## config.mk

```make
export PLATFORM = sky130hd
export DESIGN_NAME = wdt_reset_supervisor
export DESIGN_NICKNAME = d
export VERILOG_FILES = /design/src/rtl/wdt_sup_pkg.sv /design/src/rtl/wdt_sup_datapath.sv /design/src/rtl/wdt_sup_control.sv /design/src/rtl/wdt_reset_supervisor.sv
export SDC_FILE = /design/constraint.sdc
export NUM_CORES = 1
export LEC_CHECK = 0
export BUFFER_PORTS_ARGS = -buffer_cell sky130_fd_sc_hd__buf_2
export CORE_ASPECT_RATIO = 1.4
export CORE_MARGIN = 2
export CORE_UTILIZATION = 40
export DETAILED_ROUTE_END_ITERATION = 16
export PLACE_DENSITY = 0.67
export SETUP_SLACK_MARGIN = 0.15
export SLEW_MARGIN = 0
export SYNTH_ARGS = -nofsm -noshare
export SYNTH_HDL_FRONTEND = slang
export SYNTH_HIERARCHICAL = 1
export SYNTH_SLANG_ARGS = --single-unit
```

## constraint.sdc

```tcl
create_clock -name clk -period 3.5 [get_ports clk]
set_clock_uncertainty 0.15 [all_clocks]
set_input_delay 0.35 -clock clk [delete_from_list [all_inputs] [get_ports clk]]
set_output_delay 0.35 -clock clk [all_outputs]
set_load 0.05 [all_outputs]
```

## src/rtl/wdt_sup_pkg.sv

```systemverilog
package wdt_sup_pkg;
  typedef enum logic {ST_HOLD = 1'b0, ST_RUN = 1'b1} supState_t;

  typedef struct packed {
    logic holdClr;
    logic holdInc;
    logic wdClr;
    logic wdInc;
  } ctlStrobes_t;

  localparam logic [1:0] SEL_SHORT = 2'b10;
  localparam logic [1:0] SEL_MID   = 2'b01;
  localparam logic [1:0] SEL_LONG  = 2'b00;
  localparam logic [1:0] SEL_OFF   = 2'b11;
endpackage

```

## src/rtl/wdt_sup_datapath.sv

```systemverilog
module wdt_sup_datapath
  import wdt_sup_pkg::*;
#(
  parameter int HOLD_TICKS     = 200,
  parameter int WD_SHORT_TICKS = 200,
  parameter int WD_MID_TICKS   = 600,
  parameter int WD_LONG_TICKS  = 1400,
  parameter int CS_MIN_CYCLES  = 4
) (
  input  logic        clk,
  input  logic        rstN,
  input  ctlStrobes_t strobes,
  input  logic        chipSelN,
  input  logic [1:0]  wdSel,
  output logic        holdLast,
  output logic        wdLast,
  output logic        wdEnable,
  output logic        kick
);
  localparam int WD_MAX1 = (WD_SHORT_TICKS > WD_MID_TICKS) ? WD_SHORT_TICKS : WD_MID_TICKS;
  localparam int WD_MAX  = (WD_MAX1 > WD_LONG_TICKS) ? WD_MAX1 : WD_LONG_TICKS;
  localparam int WD_W    = $clog2(WD_MAX + 1);
  localparam int HOLD_W  = $clog2(HOLD_TICKS + 1);
  localparam int CS_W    = $clog2(CS_MIN_CYCLES + 1);

  logic [HOLD_W-1:0] holdCnt;
  logic [WD_W-1:0]   wdCnt;
  logic [WD_W-1:0]   wdLimit;
  logic [CS_W-1:0]   csCnt;

  always_comb begin
    unique case (wdSel)
      SEL_SHORT: wdLimit = WD_W'(WD_SHORT_TICKS);
      SEL_MID:   wdLimit = WD_W'(WD_MID_TICKS);
      SEL_LONG:  wdLimit = WD_W'(WD_LONG_TICKS);
      default:   wdLimit = WD_W'(WD_SHORT_TICKS);
    endcase
  end

  assign wdEnable = (wdSel != SEL_OFF);
  assign wdLast   = wdEnable && (wdCnt >= wdLimit - WD_W'(1));
  assign holdLast = (holdCnt == HOLD_W'(HOLD_TICKS - 1));
  assign kick     = chipSelN && (csCnt == CS_W'(CS_MIN_CYCLES));

  always_ff @(posedge clk or negedge rstN) begin
    if (!rstN)                holdCnt <= '0;
    else if (strobes.holdClr) holdCnt <= '0;
    else if (strobes.holdInc) holdCnt <= holdCnt + HOLD_W'(1);
  end

  always_ff @(posedge clk or negedge rstN) begin
    if (!rstN)              wdCnt <= '0;
    else if (strobes.wdClr) wdCnt <= '0;
    else if (strobes.wdInc) wdCnt <= wdCnt + WD_W'(1);
  end

  always_ff @(posedge clk or negedge rstN) begin
    if (!rstN)                                 csCnt <= '0;
    else if (chipSelN)                         csCnt <= '0;
    else if (csCnt != CS_W'(CS_MIN_CYCLES))    csCnt <= csCnt + CS_W'(1);
  end

  AST_HOLD_BOUND: assert property (@(posedge clk) disable iff (!rstN)
    holdCnt < HOLD_W'(HOLD_TICKS));
  AST_WD_IDLE_WHEN_OFF: assert property (@(posedge clk) disable iff (!rstN)
    !wdEnable |=> wdCnt == '0);
  AST_CS_SATURATES: assert property (@(posedge clk) disable iff (!rstN)
    csCnt <= CS_W'(CS_MIN_CYCLES));
endmodule

```

## src/rtl/wdt_sup_control.sv

```systemverilog
module wdt_sup_control
  import wdt_sup_pkg::*;
(
  input  logic        clk,
  input  logic        rstN,
  input  logic        msTick,
  input  logic        supplyLow,
  input  logic        holdLast,
  input  logic        wdLast,
  input  logic        wdEnable,
  input  logic        kick,
  output ctlStrobes_t strobes,
  output logic        resetHighQ,
  output logic        resetLowQ
);
  supState_t state, stateNext;

  always_comb begin
    stateNext = state;
    strobes   = '{holdClr: 1'b0, holdInc: 1'b0, wdClr: 1'b1, wdInc: 1'b0};
    unique case (state)
      ST_HOLD: begin
        if (supplyLow) begin
          strobes.holdClr = 1'b1;
        end else if (msTick) begin
          if (holdLast) begin
            stateNext       = ST_RUN;
            strobes.holdClr = 1'b1;
          end else begin
            strobes.holdInc = 1'b1;
          end
        end
      end
      ST_RUN: begin
        if (supplyLow) begin
          stateNext       = ST_HOLD;
          strobes.holdClr = 1'b1;
        end else if (kick) begin
          strobes.wdClr = 1'b1;
        end else if (wdEnable) begin
          strobes.wdClr = 1'b0;
          if (msTick) begin
            if (wdLast) begin
              stateNext       = ST_HOLD;
              strobes.holdClr = 1'b1;
              strobes.wdClr   = 1'b1;
            end else begin
              strobes.wdInc = 1'b1;
            end
          end
        end
      end
      default: stateNext = ST_HOLD;
    endcase
  end

  always_ff @(posedge clk or negedge rstN) begin
    if (!rstN) begin
      state      <= ST_HOLD;
      resetHighQ <= 1'b1;
      resetLowQ  <= 1'b0;
    end else begin
      state      <= stateNext;
      resetHighQ <= (stateNext == ST_HOLD);
      resetLowQ  <= (stateNext == ST_RUN);
    end
  end

  AST_SUPPLY_FORCES_RESET: assert property (@(posedge clk) disable iff (!rstN)
    supplyLow |=> resetHighQ);
  AST_OUT_COMPLEMENT: assert property (@(posedge clk) disable iff (!rstN)
    resetLowQ != resetHighQ);
  AST_RELEASE_NEEDS_TICK: assert property (@(posedge clk) disable iff (!rstN)
    $fell(resetHighQ) |-> ($past(msTick) && !$past(supplyLow)));
  AST_ASSERT_HAS_CAUSE: assert property (@(posedge clk) disable iff (!rstN)
    $rose(resetHighQ) |-> ($past(supplyLow) || $past(msTick)));
endmodule

```

## src/rtl/wdt_reset_supervisor.sv

```systemverilog
module wdt_reset_supervisor
  import wdt_sup_pkg::*;
#(
  parameter int HOLD_TICKS     = 200,
  parameter int WD_SHORT_TICKS = 200,
  parameter int WD_MID_TICKS   = 600,
  parameter int WD_LONG_TICKS  = 1400,
  parameter int CS_MIN_CYCLES  = 4
) (
  input  logic       clk,
  input  logic       rstN,
  input  logic       msTick,
  input  logic       supplyLow,
  input  logic       chipSelN,
  input  logic [1:0] wdSel,
  output logic       resetHigh,
  output logic       resetLowN
);
  ctlStrobes_t strobes;
  logic holdLast, wdLast, wdEnable, kick;

  wdt_sup_datapath #(
    .HOLD_TICKS    (HOLD_TICKS),
    .WD_SHORT_TICKS(WD_SHORT_TICKS),
    .WD_MID_TICKS  (WD_MID_TICKS),
    .WD_LONG_TICKS (WD_LONG_TICKS),
    .CS_MIN_CYCLES (CS_MIN_CYCLES)
  ) i_datapath (
    .clk     (clk),
    .rstN    (rstN),
    .strobes (strobes),
    .chipSelN(chipSelN),
    .wdSel   (wdSel),
    .holdLast(holdLast),
    .wdLast  (wdLast),
    .wdEnable(wdEnable),
    .kick    (kick)
  );

  wdt_sup_control i_control (
    .clk       (clk),
    .rstN      (rstN),
    .msTick    (msTick),
    .supplyLow (supplyLow),
    .holdLast  (holdLast),
    .wdLast    (wdLast),
    .wdEnable  (wdEnable),
    .kick      (kick),
    .strobes   (strobes),
    .resetHighQ(resetHigh),
    .resetLowQ (resetLowN)
  );
endmodule

```

# Word level (Yosys, flattened, before mapping)
# Cells that the tools add are included.
# word_totals
reg_bits	24
latchBits	0
ramBits	0
rom_bits	0
out_inout_bits	2
elab_cells	56
mem_count	0
# classes
n_addsub	4
multipliers	0
div_mod_pow	0
order_cmp	1
n_eq_ne	5
shift	0
n_mux	33
n_bitwise	2
n_reduce_logical	6
# ops
cell	n
11-bit 2-to-1 mux	2
11-bit one-hot mux with 2 select lines	1
1-bit 2-to-1 mux	19
8-bit 2-to-1 mux	2
11-bit by 1-bit adder with 11-bit output, second input constant	1
11-bit greater-or-equal comparator	1
11-bit by 1-bit subtractor with 11-bit output, second input constant	1
2-bit 2-to-1 mux	5
8-bit by 1-bit adder with 8-bit output, second input constant	1
8-bit == test, second input constant	1
3-bit 2-to-1 mux	2
2-bit nonzero test	3
1-bit one-hot mux with 2 select lines	2
3-bit by 1-bit adder with 3-bit output, second input constant	1
3-bit == test, second input constant	1
3-bit inequality test, second input constant	1
2-bit by 1-bit == test with 1-bit output, second input constant	1
1-bit logical AND	2
2-bit zero test	1
2-bit inequality test, second input constant	1
1-bit NOT	2

# Longest topological paths before layout
# Gate-level depths: netlist of the first run.
# depth
ltp_word	13
depth_mapped	11
mapped_depth_nobuf	11

# Cells and area by module
# Netlist of the first run, hierarchy kept.
# by_module_without_submodules
module	n_inst	cells_per_inst	area_each_um2	seq_area_each_um2
wdt_sup_datapath	1	136	1270.0	550.5
wdt_sup_control	1	12	136.4	51.3

# Least setup slack after synthesis of the first run
# Ideal clock, no wire load.
# synth_path
path_kind	input -> register
from	in wdSel[1]
to	reg i_datapath.wdCnt[10]
setup_time_ns	0.125
arrival_time_ns	2.525
required_time_ns	3.225
setup_slack_ns	0.700
stages	10
n_path_buf	1
cell_sequence	or2_2 ha_1 a21oi_1 o21ai_0 a22o_1 and4bb_1 buf_2 o2111ai_1 nor3_1 mux2_2
# synth_rtl
element	line_no	source
start, declared	wdt_reset_supervisor.sv:15	input logic [1:0] wdSel,
end signal, assigned	wdt_sup_datapath.sv:54	else if (strobes.wdInc) wdCnt <= wdCnt + WD_W'(1);
end, declared	wdt_sup_datapath.sv:27	logic [WD_W-1:0] wdCnt;

==> results of run 1 <==
-- sequential cells by signal, summed over array words and instances (netlist names) --
name and cells:
i_control/resetHighQ 1, i_control/state 1, i_datapath/csCnt 3, i_datapath/holdCnt 8
i_datapath/wdCnt 11
-- power by group through the flow --
stage          registers, mW  clock network (mW)  logic (mW)
3_5_place_dp           0.295                   0      0.0447
4_1_cts                0.289               0.189      0.0459
6_report               0.289               0.182      0.0453
3_3_place_gp           0.294                   0      0.0410
5_1_grt                0.290               0.200      0.0527
2_1_floorplan          0.293                   0      0.0264
-- synthesized netlist by cell type, types with 2 or more instances --
| cell type | n | share of area (%) |
|---|---|---|
| dfrtp_1 | 23 | 41 |
| nand4_1 | 5 | 2.2 |
| a311o_1 | 2 | 1.4 |
| clkbuf_1 | 2 | 0.53 |
| nor3_1 | 2 | 0.71 |
| o31ai_1 | 3 | 1.6 |
| buf_2 | 2 | 0.71 |
| nand2_1 | 14 | 3.7 |
| a21oi_1 | 12 | 4.3 |
| xor2_1 | 5 | 3.1 |
| ha_1 | 10 | 8.9 |
| o2111ai_1 | 2 | 1.2 |
| nor4_1 | 2 | 0.89 |
| nand3_1 | 5 | 1.8 |
| o21ai_0 | 7 | 2.5 |
| mux2_2 | 2 | 1.6 |
| xnor2_1 | 4 | 2.5 |
| inv_1 | 5 | 1.3 |
| nor2_1 | 16 | 4.3 |
| or4_1 | 3 | 1.6 |
| or3_1 | 4 | 1.8 |
| mux2i_1 | 2 | 1.4 |
| nor2b_1 | 2 | 0.89 |
-- worst max-delay path: stages --
cell	delay [ps]
buf_2	120
or2_2	330
ha_1	330
a21oi_1	160
o21ai_0	100
a22o_1	240
and4bb_1	460
o2111ai_1	260
nor3_1	260
mux2_2	360
-- final cells by class --
type,instances,area (µm²),share of cell area (%)
sequential,24,602,38.6
clock buffer,4,55.1,3.53
multi-input combinational,114,761,48.8
inverter,5,18.8,1.20
tap,40,50.0,3.21
timing repair buffer,12,72.6,4.65
-- routing by layer --
metal	up-vias	wire, µm	part of all wire, %
li1	562	-	-
met5	-	0	0
met1	555	1290	45
met3	2	78	2.7
met4	0	26	0.91
met2	16	1470	51
-- how the worst max path moves through the flow --
stage,end,slack (ps),depth (start not counted),from
2_1_floorplan,i_datapath/wdCnt[10],700,10,wdSel[1]
3_3_place_gp,i_datapath/wdCnt[10],400,10,wdSel[1]
3_5_place_dp,i_datapath/wdCnt[10],330,10,wdSel[1]
4_1_cts,i_datapath/wdCnt[10],580,10,wdSel[1]
5_1_grt,i_datapath/wdCnt[10],400,8,i_datapath/wdCnt[0]
6_report,i_datapath/wdCnt[10],520,10,wdSel[1]
-- per-stage QoR --
| stage | cells | area (µm²) | power (mW) | setup WS [ps] | hold WS [ps] |
|---|---|---|---|---|---|
| CTS | 199 | 1560 | 0.524 | 582 | 121 |
| floorplan | 148 | 1410 | 0.319 | 700 | -95.6 |
| global route | 199 | 1560 | 0.543 | 405 | 128 |
| finish | 199 | 1560 | 0.516 | 525 | 133 |
| detailed placement | 194 | 1490 | 0.339 | 327 | 218 |
| global placement | 194 | 1490 | 0.335 | 399 | 207 |
-- cell families after synthesis --
| family | Yosys count | share of synthesized area [%] |
|---|---|---|
| AND/OR/NAND/NOR | 60 | 22.3 |
| AO/OA/AOI/OAI | 31 | 14.2 |
| flip-flops | 24 | 42.8 |
| buffers and inverters | 10 | 3.11 |
| adder cells (fa/ha/maj) | 10 | 8.90 |
| XOR/XNOR | 9 | 5.60 |
| multiplexers | 4 | 3.02 |
==> flow_summary.yaml, run 1 <==
worst_setup_path:
  crit_path_end_kind: "register"
  worstPathArrival_ps: 2970
  crit_type: "input pin to register"
  reg2reg_to: "i_datapath/wdCnt[10]"
  r2r_cells: 8
  cp_max_fo: 6
  r2r-start: "i_datapath/wdCnt[0]"
  required_ps: 3500
  r2r_slack_ps: 580
  start_kind: "input pin"
route:
  antenna_left: 0
  dr.pass1.iters: 4
  vias_per_cell: 5.70
  wirelength_mm: 2.87
  wire_per_inst_um: 14.4
  route.detailed.drc: 0
  route.vias.total: 1135
  drtIter0Drc: 28
clocking:
  cts.clk_slew.worst_paths_ps: 80
  clockRootBuffer: "clkbuf_8"
  cts_max_level: 1
  clk_latency_ps: 260
  cts_buffer_depth: 2
  ctsResizeCount: 0
  clkSinkCount: 24
  cts_hold_buf: 1
  post_cts_buffers: 0
  cts_tree: "done"
  numCtsBuffers: 3
place:
  hpwl_mm: 2.20
  gp_congestion: 0.846
  port_buffers: 8
floorplanning:
  die_h_um: 74.2
  start_util_pct: 41.6
  core_area_um2: 3380
  fp-row-count: 25
  die_w_um: 54.1
  dieArea_um2: 4010
  ioPinCount: 9
layout:
  area_delta_synth_final_pct: 10.9
  final_cell_mix: "dfrtp_1 (23), nor2_1 (16), nand2_1 (14)"
  drive_gt1_share_pct: 13.2
  final_nets: 177
  final_common_cell: "dfrtp_1"
  fin_util_pct: 46.1
  diodes: 0
  fill_cells: 343
power:
  p_sw_uw: 114
  p_sw_share_pct: 22.2
  pwr-share-seq_pct: 56.0
  total_leakage_power_nw: 0.647
  ir_drop_v: 0.000182
  intPower_uw: 402
  power_density_nw_per_um2: 331
  clock_power_share_pct: 35.3
  combinationalPowerShare_pct: 8.8
min_path:
  hp-class: "input pin to register"
  min_path_cells: 2
  min_from: "chipSelN"
  min_to: "i_datapath/csCnt[1]"
synth:
  syn_nets: 165
  synthDistinctLibCells: 37
  synth-seq-cells: 24
  yosys_warnings: 6
  synthArstFlopShare_pct: 100
  syn-cell-area_um2: 1410
  synth.avg_cell_area_um2: 9.50
  synth_ff_type: "dfrtp_1"
  yosysSeqAreaShare_pct: 42.8
  synth_cells: 148
  synth_edf_count: 0
status:
  status: "complete, no violations"
timing:
  period_needed_ps: 2980
  rsz0062_at_grt: "no"
  tightestPinTransition_ps: 545
  finalHoldViolations: 0
  tns_ps: 0
  timing.slew.headroom_pct: 63.6
  fmax_ghz: 0.336
  slew_viol_final: 0
  finalSetupViolCount: 0
  period_share_pct: 85.0
global_routing:
  top_usage_layer: "met2"
  grt_use_met3_pct: 2.01
  grt_max_degree: 25
  grt_remaining_overflow: 0
  grt_usage_pct: 16.2
  antenna_found_initial: 0
  use_met2_pct: 29.0
  grt_pass1_wl_mm: 4.85
  grt_pass1_vias: 1136
  use_met1_pct: 19.4
flow_run:
  max-cap-violations: 0
(Power assumes the default switching activity.)
==> run 2: changes to the inputs <==
--- a/config.mk
+++ b/config.mk
@@ -10,10 +10,10 @@
 export CORE_MARGIN = 2
 export CORE_UTILIZATION = 40
 export DETAILED_ROUTE_END_ITERATION = 16
+export MAX_ROUTING_LAYER = met4
 export PLACE_DENSITY = 0.67
 export SETUP_SLACK_MARGIN = 0.15
 export SLEW_MARGIN = 0
 export SYNTH_ARGS = -nofsm -noshare
 export SYNTH_HDL_FRONTEND = slang
-export SYNTH_HIERARCHICAL = 1
 export SYNTH_SLANG_ARGS = --single-unit
==> flow_summary.yaml, run 2 <==
global_routing:
  grt_remaining_overflow: 0
  antenna_found_initial: 0
  grt_max_degree: 25
  grt_pass1_wl_mm: 5.80
  grt_pass1_vias: 1313
  grt_usage_pct: 17.2
synth:
  synth_cells: 161
  synth_edf_count: 0
  synthArstFlopShare_pct: 100
  synth_ff_type: "dfrtp_1"
  synth_top_area_share_pct: 38.5
  syn_nets: 178
  yosys_warnings: 0
  yosysSeqAreaShare_pct: 40.3
  synth_area_leaders: "dfrtp_1 (39%), ha_1 (8.4%), a21oi_1 (5.0%)"
  synth.avg_cell_area_um2: 9.28
  syn-cell-area_um2: 1490
  synth_common_cells: "dfrtp_1 (23), a21oi_1 (15), nand2_1 (12), ha_1 (10), nor3_1 (10)"
  synthDistinctLibCells: 41
  yosys.cell_count.top_type: "dfrtp_1"
  synth_top_area_cell: "dfrtp_1"
  synth-seq-cells: 24
floorplanning:
  dieArea_um2: 4250
  core_area_um2: 3610
  die_h_um: 76.3
  die_w_um: 55.7
  start_util_pct: 41.4
  ioPinCount: 9
  fp-row-count: 26
timing:
  fmax_ghz: 0.372
  period_share_pct: 76.7
  finalHoldViolations: 0
  slew_viol_final: 0
  rsz0062_at_grt: "no"
  timing.slew.headroom_pct: 41.3
  finalSetupViolCount: 0
  tns_ps: 0
  tightestPinTransition_ps: 870
  period_needed_ps: 2690
clocking:
  ctsResizeCount: 0
  numCtsBuffers: 3
  cts_max_level: 1
  post_cts_buffers: 0
  cts_tree: "done"
  cts.clk_slew.worst_paths_ps: 90
  clk_latency_ps: 270
  cts_buffer_depth: 2
  clkSinkCount: 24
  clockRootBuffer: "clkbuf_8"
worst_setup_path:
  required_ps: 3530
  worstPathArrival_ps: 2720
  crit_path_end_kind: "register"
  cp_max_fo: 8
  crit_type: "input pin to register"
  start_kind: "input pin"
layout:
  layout.cells.non_filler: 212
  regMostFlops: "i_datapath.wdCnt"
  diodes: 0
  drive_gt1_share_pct: 12.4
  top_regs: "i_datapath.wdCnt: 11 flops, i_datapath.holdCnt: 8 flops, i_datapath.csCnt: 3 flops"
  final_cell_mix: "dfrtp_1 (23), a21oi_1 (15), nand2_1 (12)"
  final_nets: 188
  register_area_um2: 602
  fin_util_pct: 45.3
  final_common_cell: "dfrtp_1"
  multi_input_area_um2: 857
  fill_cells: 338
  largest_register_ffs: 11
  area_delta_synth_final_pct: 9.46
place:
  port_buffers: 8
  gp_congestion: 0.890
  place_inst: 207
  hpwl_mm: 2.45
route:
  route.vias.total: 1262
  vias_per_cell: 5.95
  dr.pass1.iters: 4
  route.detailed.drc: 0
  drtIter0Drc: 34
  wire_per_inst_um: 15.0
  antenna_left: 0
  wirelength_mm: 3.19
status:
  status: "complete, no violations"
power:
  ir_drop_v: 0.000175
  power_density_nw_per_um2: 327
  total_leakage_power_nw: 0.665
min_path:
  hp-class: "input pin to register"
flow_run:
  max-cap-violations: 0
-- run 2: logic make-up (layout without fill, tap and decap cells) --
family,Yosys count,count (layout),share of synthesized area [%]
AND/OR/NAND/NOR,76,76,28.8
XOR/XNOR,9,9,5.28
adder cells (fa/ha/maj),10,10,8.38
flip-flops,24,24,40.3
AO/OA/AOI/OAI,31,31,13.6
buffers and inverters,9,18,2.34
multiplexers,2,2,1.34
-- run 2: layer usage --
metal	track usage (%)	share of wire [%]	vias up
met4	9.02	2.4	0
met3	1.53	2.8	7
met1	19.6	42	611
met2	29.6	52	23
met5	-	0	-
li1	-	-	621
-- run 2: path summary, 6_finish.rpt --
check | start | endpoint | slack (ps) | cells past startpoint
max in group asynchronous | rstN | i_datapath.wdCnt[5] | 2380 | 2
min in group asynchronous | rstN | i_datapath.csCnt[1] | 440 | 2
setup reg to reg | i_datapath.wdCnt[8] | i_datapath.wdCnt[10] | 970 | 6
hold reg to reg | i_datapath.wdCnt[10] | i_datapath.wdCnt[10] | 430 | 2
setup / recovery | wdSel[1] | i_datapath.wdCnt[10] | 810 | 8
hold / removal | supplyLow | i_datapath.holdCnt[4] | 160 | 2
-- run 2: worst max-delay path, stage by stage --
cell and delay (ps):
buf_2 140, or2_2 340, ha_1 320, a21oi_1 190
o21ai_1 190, or4_4 570, or4_1 470, a21oi_1 150
-- run 2: final cells by class --
class	count	share of cell area, %
multi-input combinational	128	52.4
sequential	24	36.8
clock buffer	4	3.37
tap	42	3.21
timing repair buffer	9	3.06
inverter	5	1.15
-- run 2: per-stage QoR --
stage | setup WS (ps) | power (mW) | instance area [µm²] | hold WS (ps)
3_3_place_gp | 627 | 0.347 | 1570 | 215
6_report | 815 | 0.535 | 1640 | 159
5_1_grt | 669 | 0.564 | 1640 | 164
3_5_place_dp | 527 | 0.352 | 1570 | 215
2_1_floorplan | 868 | 0.331 | 1490 | -95.6
4_1_cts | 812 | 0.543 | 1640 | 154
-- run 2: timing repair --
item,4_1_cts,5_1_grt
endpoints found under the setup margin,0,0
endpoints found under the hold margin,23,0
hold buffers,1,0
-- run 2: power by group --
group,internal [mW],switching [mW],leakage (nW)
Combinational,0.0209,0.0346,0.308
Sequential,0.284,0.00710,0.328
Clock,0.100,0.0884,0.0288
